$ cat src/rtl/hmac_pkg.sv
package hmac_pkg;
  localparam int unsigned HMAC_DATA_W = 32;

  typedef enum logic [1:0] {
    ACC_HOLD  = 2'd0,
    ACC_CLEAR = 2'd1,
    ACC_LOAD  = 2'd2,
    ACC_ACCUM = 2'd3
  } acc_act_e;
endpackage

$ cat src/rtl/hmac_rst_sync.sv
module hmac_rst_sync #(
  parameter int unsigned STAGES = 2
) (
  input  logic clk,
  input  logic rst_n,
  output logic rst_sync_n
);
  logic [STAGES-1:0] chain_q;
  logic [STAGES-1:0] chain_d;

  genvar gi;
  generate
    for (gi = 0; gi < STAGES; gi++) begin : g_stage
      if (gi == 0) begin : g_first
        assign chain_d[gi] = 1'b1;
      end else begin : g_rest
        assign chain_d[gi] = chain_q[gi-1];
      end
    end
  endgenerate

  always_ff @(posedge clk or negedge rst_n) begin
    if (!rst_n) chain_q <= '0;
    else        chain_q <= chain_d;
  end

  assign rst_sync_n = chain_q[STAGES-1];
endmodule

$ cat src/rtl/hmac_prod.sv
module hmac_prod #(
  parameter int unsigned DATA_W = hmac_pkg::HMAC_DATA_W
) (
  input  logic [DATA_W-1:0] a_i,
  input  logic [DATA_W-1:0] b_i,
  input  logic              frac_i,
  output logic [DATA_W:0]   addend_o
);
  localparam int unsigned HALF_W = DATA_W / 2;

  logic [HALF_W-1:0] a_half;
  logic [HALF_W-1:0] b_half;
  logic [DATA_W-1:0] prod;

  always_comb begin
    if (frac_i) begin
      a_half = a_i[DATA_W-1:HALF_W];
      b_half = b_i[DATA_W-1:HALF_W];
    end else begin
      a_half = a_i[HALF_W-1:0];
      b_half = b_i[HALF_W-1:0];
    end
    prod = DATA_W'(a_half) * DATA_W'(b_half);
    if (frac_i) addend_o = {prod, 1'b0};
    else        addend_o = {1'b0, prod};
  end
endmodule

$ cat src/rtl/hmac_sum.sv
module hmac_sum #(
  parameter int unsigned DATA_W = hmac_pkg::HMAC_DATA_W
) (
  input  logic [2*DATA_W-1:0] acc_i,
  input  logic [DATA_W:0]     addend_i,
  input  logic                round_i,
  output logic [2*DATA_W-1:0] sum_o
);
  localparam int unsigned HALF_W = DATA_W / 2;
  localparam int unsigned ACC_W  = 2 * DATA_W;
  localparam logic [ACC_W-1:0] RND_K =
    {{(ACC_W-HALF_W){1'b0}}, 1'b1, {(HALF_W-1){1'b0}}};

  logic [ACC_W-1:0] addend_ext;
  logic [ACC_W-1:0] rnd_term;

  always_comb begin
    addend_ext = {{(ACC_W-DATA_W-1){1'b0}}, addend_i};
    rnd_term   = round_i ? RND_K : '0;
    sum_o      = acc_i + addend_ext + rnd_term;
  end
endmodule

$ cat src/rtl/hmac_acc.sv
module hmac_acc #(
  parameter int unsigned DATA_W = hmac_pkg::HMAC_DATA_W
) (
  input  logic                clk,
  input  logic                rst_n,
  input  logic                clr_i,
  input  logic                hi_we_i,
  input  logic [DATA_W-1:0]   hi_wdata_i,
  input  logic                lo_we_i,
  input  logic [DATA_W-1:0]   lo_wdata_i,
  input  logic                accum_i,
  input  logic [2*DATA_W-1:0] sum_i,
  output logic [DATA_W-1:0]   hi_o,
  output logic [DATA_W-1:0]   lo_o
);
  import hmac_pkg::*;

  acc_act_e          act;
  logic [DATA_W-1:0] hi_q, hi_d, lo_q, lo_d;
  logic              acc_en;

  always_comb begin
    if (clr_i)                   act = ACC_CLEAR;
    else if (hi_we_i || lo_we_i) act = ACC_LOAD;
    else if (accum_i)            act = ACC_ACCUM;
    else                         act = ACC_HOLD;
  end

  always_comb begin
    hi_d   = hi_q;
    lo_d   = lo_q;
    acc_en = 1'b1;
    unique case (act)
      ACC_CLEAR: begin
        hi_d = '0;
        lo_d = '0;
      end
      ACC_LOAD: begin
        if (hi_we_i) hi_d = hi_wdata_i;
        if (lo_we_i) lo_d = lo_wdata_i;
      end
      ACC_ACCUM: begin
        hi_d = sum_i[2*DATA_W-1:DATA_W];
        lo_d = sum_i[DATA_W-1:0];
      end
      default: acc_en = 1'b0;
    endcase
  end

  always_ff @(posedge clk or negedge rst_n) begin
    if (!rst_n) begin
      hi_q <= '0;
      lo_q <= '0;
    end else if (acc_en) begin
      hi_q <= hi_d;
      lo_q <= lo_d;
    end
  end

  assign hi_o = hi_q;
  assign lo_o = lo_q;

  a_r8_clear_zeroes: assert property (@(posedge clk) disable iff (!rst_n)
    clr_i |=> (hi_q == '0 && lo_q == '0));
  a_r9_hi_load: assert property (@(posedge clk) disable iff (!rst_n)
    (!clr_i && hi_we_i) |=> (hi_q == $past(hi_wdata_i)));
  a_r9_lo_load: assert property (@(posedge clk) disable iff (!rst_n)
    (!clr_i && lo_we_i) |=> (lo_q == $past(lo_wdata_i)));
  a_r11_hold: assert property (@(posedge clk) disable iff (!rst_n)
    (!clr_i && !hi_we_i && !lo_we_i && !accum_i) |=> ($stable(hi_q) && $stable(lo_q)));
endmodule

$ cat src/rtl/hmac_unit.sv
module hmac_unit #(
  parameter int unsigned DATA_W    = hmac_pkg::HMAC_DATA_W,
  parameter int unsigned RST_SYNCS = 2
) (
  input  logic              clk,
  input  logic              rst_n,
  input  logic              in_valid,
  input  logic [DATA_W-1:0] opnd_a,
  input  logic [DATA_W-1:0] opnd_b,
  input  logic              frac_mode,
  input  logic              round_en,
  input  logic              clr,
  input  logic              hi_we,
  input  logic [DATA_W-1:0] hi_wdata,
  input  logic              lo_we,
  input  logic [DATA_W-1:0] lo_wdata,
  output logic [DATA_W-1:0] acc_hi,
  output logic [DATA_W-1:0] acc_lo,
  output logic              res_valid,
  output logic [DATA_W-1:0] res_data
);
  localparam int unsigned ACC_W = 2 * DATA_W;

  logic              rst_sync_n;
  logic [DATA_W:0]   addend;
  logic [ACC_W-1:0]  sum;
  logic [DATA_W-1:0] res_q, res_d;
  logic              vld_q;

  hmac_rst_sync #(.STAGES(RST_SYNCS)) u_rst (
    .clk        (clk),
    .rst_n      (rst_n),
    .rst_sync_n (rst_sync_n)
  );

  hmac_prod #(.DATA_W(DATA_W)) u_prod (
    .a_i      (opnd_a),
    .b_i      (opnd_b),
    .frac_i   (frac_mode),
    .addend_o (addend)
  );

  hmac_sum #(.DATA_W(DATA_W)) u_sum (
    .acc_i    ({acc_hi, acc_lo}),
    .addend_i (addend),
    .round_i  (round_en),
    .sum_o    (sum)
  );

  hmac_acc #(.DATA_W(DATA_W)) u_acc (
    .clk        (clk),
    .rst_n      (rst_sync_n),
    .clr_i      (clr),
    .hi_we_i    (hi_we),
    .hi_wdata_i (hi_wdata),
    .lo_we_i    (lo_we),
    .lo_wdata_i (lo_wdata),
    .accum_i    (in_valid),
    .sum_i      (sum),
    .hi_o       (acc_hi),
    .lo_o       (acc_lo)
  );

  always_comb begin
    res_d = sum[DATA_W-1:0];
  end

  always_ff @(posedge clk or negedge rst_sync_n) begin
    if (!rst_sync_n) vld_q <= 1'b0;
    else             vld_q <= in_valid;
  end

  always_ff @(posedge clk or negedge rst_sync_n) begin
    if (!rst_sync_n)   res_q <= '0;
    else if (in_valid) res_q <= res_d;
  end

  assign res_valid = vld_q;
  assign res_data  = res_q;

  a_r6_done_follows: assert property (@(posedge clk) disable iff (!rst_sync_n)
    in_valid |=> res_valid);
  a_r6_no_spurious_done: assert property (@(posedge clk) disable iff (!rst_sync_n)
    !in_valid |=> !res_valid);
  a_r4_result_matches_acc: assert property (@(posedge clk) disable iff (!rst_sync_n)
    (in_valid && !clr && !hi_we && !lo_we) |=> (res_data == acc_lo));
  a_r10_reset_quiet: assert property (@(posedge clk)
    !rst_sync_n |-> (!res_valid && acc_hi == '0 && acc_lo == '0 && res_data == '0));
endmodule

$ cat config.mk
export PLATFORM = sky130hd
export DESIGN_NAME = hmac_unit
export DESIGN_NICKNAME = d
export VERILOG_FILES = /design/src/rtl/hmac_pkg.sv /design/src/rtl/hmac_rst_sync.sv /design/src/rtl/hmac_prod.sv /design/src/rtl/hmac_sum.sv /design/src/rtl/hmac_acc.sv /design/src/rtl/hmac_unit.sv
export SDC_FILE = /design/constraint.sdc
export NUM_CORES = 1
export LEC_CHECK = 0
export BUFFER_PORTS_ARGS = -buffer_cell sky130_fd_sc_hd__buf_4
export CAP_MARGIN = 10
export CORE_MARGIN = 1
export CORE_UTILIZATION = 54
export CTS_BUF_LIST = sky130_fd_sc_hd__clkbuf_8
export DETAILED_ROUTE_END_ITERATION = 8
export HOLD_SLACK_MARGIN = 0.02
export PLACE_DENSITY = 0.87
export SKIP_CTS_REPAIR_TIMING = 1
export SLEW_MARGIN = 20
export SYNTH_ARGS = -nofsm -noshare
export SYNTH_HDL_FRONTEND = slang
export SYNTH_HIERARCHICAL = 1
export SYNTH_SLANG_ARGS = --single-unit
$ cat constraint.sdc
create_clock -name clk -period 2.75 [get_ports clk]
set_input_delay 0.55 -clock clk [delete_from_list [all_inputs] [get_ports clk]]
set_output_delay 0.55 -clock clk [all_outputs]
set_load 0.02 [all_outputs]
# [Word level (Yosys, flattened, before mapping)]
# Cells that the tools add are included.
[op_classes] n_addsub=2 n_mul=1 n_eq_ne=5 muxes=12 reduce_logical=5
[ops] operator="$pmux W32 S3" count=2
[ops] operator="$add A64 B33 Y64" count=1
[ops] operator="$add A64 B64 Y64" count=1
[ops] operator="$mux W32" count=2
[ops] operator="$mux W16" count=3
[ops] operator="$mux W33" count=1
[ops] operator="$mul A16 B16 Y32" count=1
[ops] operator="$mux W2" count=3
[ops] operator="$reduce_and A3 Y1" count=2
[ops] operator="$eq A2 B2 Y1 const B" count=2
[ops] operator="$ne A2 B2 Y1 const B" count=2
[ops] operator="$reduce_bool A3 Y1" count=1
[ops] operator="$reduce_or A3 Y1" count=1
[ops] operator="$eq A2 B1 Y1 const B" count=1
[ops] operator="$logic_or A1 B1 Y1" count=1
[ops] operator="$mux W1" count=1
[word_totals] register_bits=99 inputBits=136 out_inout_bits=97 wordCells=30

# [Longest topological paths before layout]
# Gate-level depths: netlist of run 1.
[logic_depth] word_depth=7 depth_mapped=41 mapped_depth_nobuf=37

# [Cells and area by module]
# Netlist of run 1, hierarchy kept.
[modules_own_cells] mod="hmac_prod" instances=1 cells_per_inst=1067 area_per_inst_um2=9180.1 seq_area_each_um2=0.0
[modules_own_cells] mod="hmac_acc" instances=1 cells_per_inst=254 area_per_inst_um2=2974.1 seq_area_each_um2=1601.5
[modules_own_cells] mod="hmac_sum" instances=1 cells_per_inst=381 area_per_inst_um2=2835.2 seq_area_each_um2=0.0
[modules_own_cells] mod="hmac_unit" instances=1 cells_per_inst=69 area_per_inst_um2=1370.1 seq_area_each_um2=825.8
[modules_own_cells] mod="hmac_rst_sync" instances=1 cells_per_inst=3 area_per_inst_um2=53.8 seq_area_each_um2=50.0

# [Worst setup path after synthesis of run 1]
# No wires, ideal clock.
[synth_path] path_kind="input -> register" start="in frac_mode" end="reg u_acc.hi_q[30] (netlist: u_acc/hi_o[30])" setup_time_ns=0.126 arrival_ns=9.497 required_time_ns=2.624 setup_slack_ns=-6.873 cell_stages=35 n_path_buf=3 cell_sequence="clkbuf_1 clkbuf_1 mux2i_1 nor2_1 fa_1 fa_1 fa_1 fa_1 fa_1 inv_1 fa_1 inv_1 ha_1 and3_1 a221o_1 or2_0 nor3_2 nor3b_1 o21a_1 nor2_1 xnor2_1 mux2_2 ha_1 ha_1 clkbuf_1 a21oi_1 o21ai_0 a31oi_1 o21ai_0 a221o_1 a41o_1 and4bb_2 xor2_1 o21ai_0 a2bb2oi_1"
[synth_via] elab_chain_len=6 elab_cells_between_ends=7 cone_classes="2 x add/sub; 1 x mul; 4 x mux"
[synth_lines] element="start, declared" line="hmac_unit.sv:10" rtl="input logic frac_mode,"
[synth_lines] element="$mux W16" line="hmac_prod.sv:16" rtl="if (frac_i) begin"
[synth_lines] element="$mul A16 B16 Y32" line="hmac_prod.sv:23" rtl="prod = DATA_W'(a_half) * DATA_W'(b_half);"
[synth_lines] element="$mux W33 *" line="hmac_prod.sv:24" rtl="if (frac_i) addend_o = {prod, 1'b0};"
[synth_lines] element="via addend[25]" line="hmac_unit.sv:25" rtl="logic [DATA_W:0] addend;"
[synth_lines] element="$add A64 B33 Y64 *" line="hmac_sum.sv:20" rtl="sum_o = acc_i + addend_ext + rnd_term;"
[synth_lines] element="$add A64 B64 Y64 *" line="hmac_sum.sv:20"
[synth_lines] element="via sum[62]" line="hmac_unit.sv:26" rtl="logic [ACC_W-1:0] sum;"
[synth_lines] element="$pmux W32 S3 *" line="hmac_acc.sv:33" rtl="unique case (act)"
[synth_lines] element="end signal, assigned" line="hmac_acc.sv:55" rtl="hi_q <= hi_d;"
[synth_lines] element="end, declared" line="hmac_acc.sv:19" rtl="logic [DATA_W-1:0] hi_q, hi_d, lo_q, lo_d;"
# The timed path passes the listed nets; every way through them passes the cells marked *.
# A chain may end at the register's enable or synchronous reset.

# [Worst setup path after layout of run 1]
[layout_path] start="in frac_mode" end="reg u_acc.hi_q[15] (netlist: u_acc/hi_o[15])"
# The elaborated chain is that of the path after synthesis.

==> results of run 1 <==
## cell families (layout without fill, tap and decap cells)
family	after synthesis	count (layout)	synth area share
AO/OA/AOI/OAI	289	289	0.123
XOR/XNOR	89	89	0.0475
adder cells (fa/ha/maj)	365	365	0.368
buffers and inverters	319	937	0.0803
flip-flops	99	99	0.151
multiplexers	149	149	0.107
other	1	1	0.000228
AND/OR/NAND/NOR	463	463	0.123
## synthesized netlist by cell type, types with 19 or more instances
master / instances
nand2_1: 203
mux2_2: 86
inv_1: 250
a21oi_1: 59
mux2_4: 30
dfrtp_1: 99
a21o_1: 29
nand3_1: 26
clkbuf_1: 40
nand4_1: 19
xor2_1: 35
a22o_1: 32
fa_1: 196
a2bb2oi_1: 32
nor2_1: 155
xnor2_1: 54
mux2i_1: 33
ha_1: 169
o21ai_0: 62
## metrics by stage
stage	hold WS [ps]	setup WS (ps)	setup TNS [ps]	cell area, µm²	std cells
after floorplan	254	-5870	-442240	17500	1774
after global routing	372	-6890	-521480	24500	2782
after global placement	334	-6400	-508610	21900	2690
after CTS	-94.5	-6300	-485480	22100	2706
after detailed placement	333	-6660	-521280	21900	2690
final	370	-6700	-504830	24500	2782
## critical path, delay by kind of cell
family,cells,cell delay [ps]
AND/OR/NAND/NOR,5,450
adder cells (fa/ha/maj),9,4050
AO/OA/AOI/OAI,11,2140
XOR/XNOR,2,800
buffers and inverters,10,1080
multiplexers,2,650
## path summary, 6_finish.rpt
check	startpoint	to	slack, ps	cells after the start
worst max-delay path	frac_mode	u_acc/hi_o[15]$_DFFE_PN0P_	-6700	39
max in group asynchronous	u_rst/chain_q[1]$_DFF_PN0_	u_acc/lo_o[9]$_DFFE_PN0P_	1600	1
min in group asynchronous	u_rst/chain_q[1]$_DFF_PN0_	res_data[20]$_DFFE_PN0P_	400	0
worst min register to register	u_rst/chain_q[0]$_DFF_PN0_	u_rst/chain_q[1]$_DFF_PN0_	370	0
worst min-delay path	u_rst/chain_q[0]$_DFF_PN0_	u_rst/chain_q[1]$_DFF_PN0_	370	0
worst max register to register	u_acc/lo_o[5]$_DFFE_PN0P_	u_acc/hi_o[8]$_DFFE_PN0P_	-770	14
## registers in the layout, indices dropped and copies added (netlist names)
| signal | flops |
|---|---|
| u_acc/lo_o | 32 |
| u_acc/hi_o | 32 |
| res_data | 32 |
| res_valid | 1 |
| u_rst/chain_q | 2 |
## per-layer routing
layer  vias to the layer above  wire (µm)  GRT usage
met5                         -         13          0
met4                         2       5960      0.125
met3                       559       6600     0.0441
met2                      1488      32700      0.567
met1                      8428      23200      0.431
li1                       7126          -          -
## layout make-up
cell class                      instances  area (µm²)  area share
Sequential cell                        99        2480       0.101
Timing Repair Buffer                  670        5530       0.225
Inverter                              251         945      0.0385
Clock inverter                          7        56.3     0.00229
Clock buffer                            9         124     0.00505
Multi-Input combinational cell       1356       14900       0.608
Tap cell                              390         488      0.0199
==> reports/results.ini, run 1 <==
[sta]
setup_viol=93
slew_viol_final=0
skew_ps=21.3
slew_headroom=0.505
hold_viol=0
tightest_slew_ps=742
timing.fmax_mhz=106
worst_slack_ps=-6700
finalCriticalPeriod_ps=9450
period_share=3.44
rsz0062_at_grt=true

[die]
start_util=0.551
core_um2=29800
die_w_um=176
die_area_um2=31100
io_pins=233
die_h_um=176
rows=63

[cts]
cts_tree=yes
clockBufferDepth=2
cts_htree_levels=3
insertion_delay_ps=410
cts_root_buffer=clkbuf_8
clk_pin_slew_ps=110
numClockSinks=99
numCtsBuffers=9

[detailed_routing]
drt-initial-drc-count=1826
drc=0
drtPass1Iterations=6
routed_wl_um=68500
final_antenna_net_count=0
via_count=17600
routedWlPerCell_um=24.6
via_per_inst=6.33

[setup_path]
critPathKind=input pin to register
critPathSlowestCell=fa_1
critPathArrivalTime_ps=9790
cp_max_fo=7
end_kind=register
cp_common_cell=fa_1
max_stage_delay_ps=600
crit_required_ps=3080
cp-start-kind=input pin

[global_routing]
grt_max_degree=54
grt_pass1_vias=16500
gr-total-overflow=0
track_usage=0.333
antenna_found_initial=1
grt_pass1_wl_um=82400

[placement]
gp_congestion=0.973
io_buffers=232
dp_hpwl_um=41900

[cells_and_area]
drive_above_1_share=0.474
fin_util=0.824
final_common_cell=buf_4
syn_to_final_growth_pct=49.6
final_cell_mix=buf_4 (604), inv_1 (222), nand2_1 (187), fa_1 (179), nor2_1 (117)
design.final.nets=2888
fill_cells=1500
diodes=0

[status]
run_status=finished with violations
violations=negative setup slack

[synthesis]
synth_edf_count=0
async_reset_ff_frac=1.00
ys.flop_type=dfrtp_1
synth_area_um2=16400
ys_ff_latch=99
yosysWarnings=6
syn_nets=2275
synth_area_leaders=fa_1 (24%), dfrtp_1 (15%), ha_1 (13%)
postSynthCellCount=1774
ys_seq_area_frac=0.151
synth_top_area_frac=0.239
syn_avg_cell_area_um2=9.25
ys_types=75
synth_area_leader_cell=fa_1

[flow_run]
maxCapViolCount=0

[hold_path]
worstHoldPathType=register to register

Power of run 1 is left out: the tool's default activity adds up to more than one toggle a clock period on the data nets, which glitch-free logic cannot reach.
==> inputs of run 2 (changes only) <==
--- a/config.mk
+++ b/config.mk
@@ -7,6 +7,7 @@
 export LEC_CHECK = 0
 export BUFFER_PORTS_ARGS = -buffer_cell sky130_fd_sc_hd__buf_4
 export CAP_MARGIN = 10
+export CORE_ASPECT_RATIO = 1.1
 export CORE_MARGIN = 1
 export CORE_UTILIZATION = 54
 export CTS_BUF_LIST = sky130_fd_sc_hd__clkbuf_8
==> run 2 against run 1 <==
The flow still finishes with violations (negative setup slack). Critical path depth is 1 higher. Cell count is 2.4% lower. Global-route usage is 1.6 points higher. Count of clock-buffer cells in the layout is 1 higher. Non-clock buffer count is 49 lower. Design area is 4.0% lower. Sequential cell count stayed put. Worst hold slack worse by 37 ps. First-iteration DRC count is 23% lower. Sequential share of layout area is 0.42 points higher. Die area hardly changed.
==> reports/results.ini, run 2 (same netlist as run 1, synthesis figures left out) <==
[detailed_routing]
via_count=16900  ; -4.1%
via_per_inst=6.21  ; -1.8%
drc=0  ; unchanged
final_antenna_net_count=0  ; unchanged
drtPass1Iterations=6  ; unchanged
drt-initial-drc-count=1415  ; -23%
routed_wl_um=64000  ; -6.6%
routedWlPerCell_um=23.6  ; -4.4%

[global_routing]
grt_max_degree=65  ; +20%
grt_pass1_wl_um=84800  ; +2.9%
use_met1=0.418  ; -0.0135
antenna_found_initial=0  ; -1
grt-busiest-layer=met2
gr-total-overflow=0  ; unchanged
grt_pass1_vias=16400  ; -0.49%
met3_usage=0.0410  ; -0.00312
track_usage=0.349  ; +0.0164
met2_usage=0.641  ; +0.0742

[setup_path]
cp_common_cell=inv_1
end_kind=register
max_stage_delay_ps=550  ; -50 ps
path_buf_inv=14  ; +4
critPathArrivalTime_ps=9390  ; -400 ps
critPathSlowestCell=fa_1
critPathKind=input pin to register
crit_required_ps=3040  ; -40 ps
cp-start-kind=input pin
cp_max_fo=7  ; unchanged
critical_path.top_delay_family=adder cells

[die]
die_w_um=168  ; -4.6%
io_pins=233  ; unchanged
core_um2=29700  ; -0.23%
start_util=0.552  ; +0.00125
die_area_um2=31100  ; about the same
rows=66  ; +4.8%
die_h_um=185  ; +4.8%

[sta]
worst_slack_ps=-6350  ; +352 ps
tightest_slew_ps=734  ; -7.84 ps
timing.fmax_mhz=110  ; +3.9%
tns_ps=-486580  ; +18250 ps
finalCriticalPeriod_ps=9100  ; -352 ps
skew_ps=16.0  ; -5.28 ps
period_share=3.31  ; -0.128
setup_viol=94  ; +1.1%
hold_viol=0  ; unchanged
slew_headroom=0.509  ; +0.00342
slew_viol_final=0  ; unchanged
rsz0062_at_grt=true

[placement]
dp_hpwl_um=43900  ; +4.9%
io_buffers=232  ; unchanged
place_ws_ps=-6630  ; +36.0 ps
gp_congestion=0.979  ; +0.67%
dp_cells=2656  ; -1.3%

[cells_and_area]
syn_to_final_growth_pct=43.6
diodes=0  ; unchanged
final_common_cell=buf_4
final_cell_mix=buf_4 (583), inv_1 (238), nand2_1 (197), fa_1 (181), nor2_1 (130)
drive_above_1_share=0.436  ; -0.0390
fin_util=0.793  ; -0.0308
fill_cells=1718  ; +15%
layout.cells.non_filler=2716  ; -2.4%
design.final.nets=2839  ; -1.7%

[cts]
cts_tree=yes
numCtsBuffers=9  ; unchanged
cts_htree_levels=3  ; unchanged
clk_pin_slew_ps=100  ; about the same
numClockSinks=99  ; unchanged
cts_root_buffer=clkbuf_8
clockBufferDepth=2  ; unchanged
insertion_delay_ps=430  ; +20 ps

[flow_run]
maxCapViolCount=0  ; unchanged

[hold_path]
worstHoldPathType=register to asynchronous set/reset pin

[status]
run_status=finished with violations
violations=negative setup slack

==> run 2: cell type report <==
type                       count  area, µm²  area share
clock buffer                  10        138     0.00584
clock inverter                 5       52.6     0.00223
inverter                     251        942      0.0400
multi-input combinational   1356      14500       0.617
sequential                    99       2480       0.105
tap                          374        468      0.0198
timing repair buffer         621       4960       0.210
==> run 2: metrics by stage <==
step	hold WS [ps]	area, µm²
finish	333	23600
global route	368	23600
CTS	-92.0	22000
floorplan	254	17500
global placement	333	21800
detailed placement	334	21800
==> run 2: worst paths after layout <==
kind                       cells past startpoint                         end                        from  slack [ps]
min in group clk                               3  u_acc/hi_o[12]$_DFFE_PN0P_                hi_wdata[12]         370
max in group asynchronous                      1  u_acc/lo_o[11]$_DFFE_PN0P_  u_rst/chain_q[1]$_DFF_PN0_        1630
setup reg to reg                              13   u_acc/hi_o[0]$_DFFE_PN0P_  u_acc/lo_o[15]$_DFFE_PN0P_        -920
hold reg to reg                                0    res_data[12]$_DFFE_PN0P_  u_rst/chain_q[1]$_DFF_PN0_         330
hold / removal                                 0    res_data[12]$_DFFE_PN0P_  u_rst/chain_q[1]$_DFF_PN0_         330
setup / recovery                              40   u_acc/hi_o[0]$_DFFE_PN0P_                   frac_mode       -6350
==> run 2: routing by layer <==
layer	wire length, µm	up-vias
met5	0	-
met1	22700	8197
met4	4920	0
met3	4980	415
met2	31400	1246
li1	-	7021
Power of run 2 is left out for the same reason.
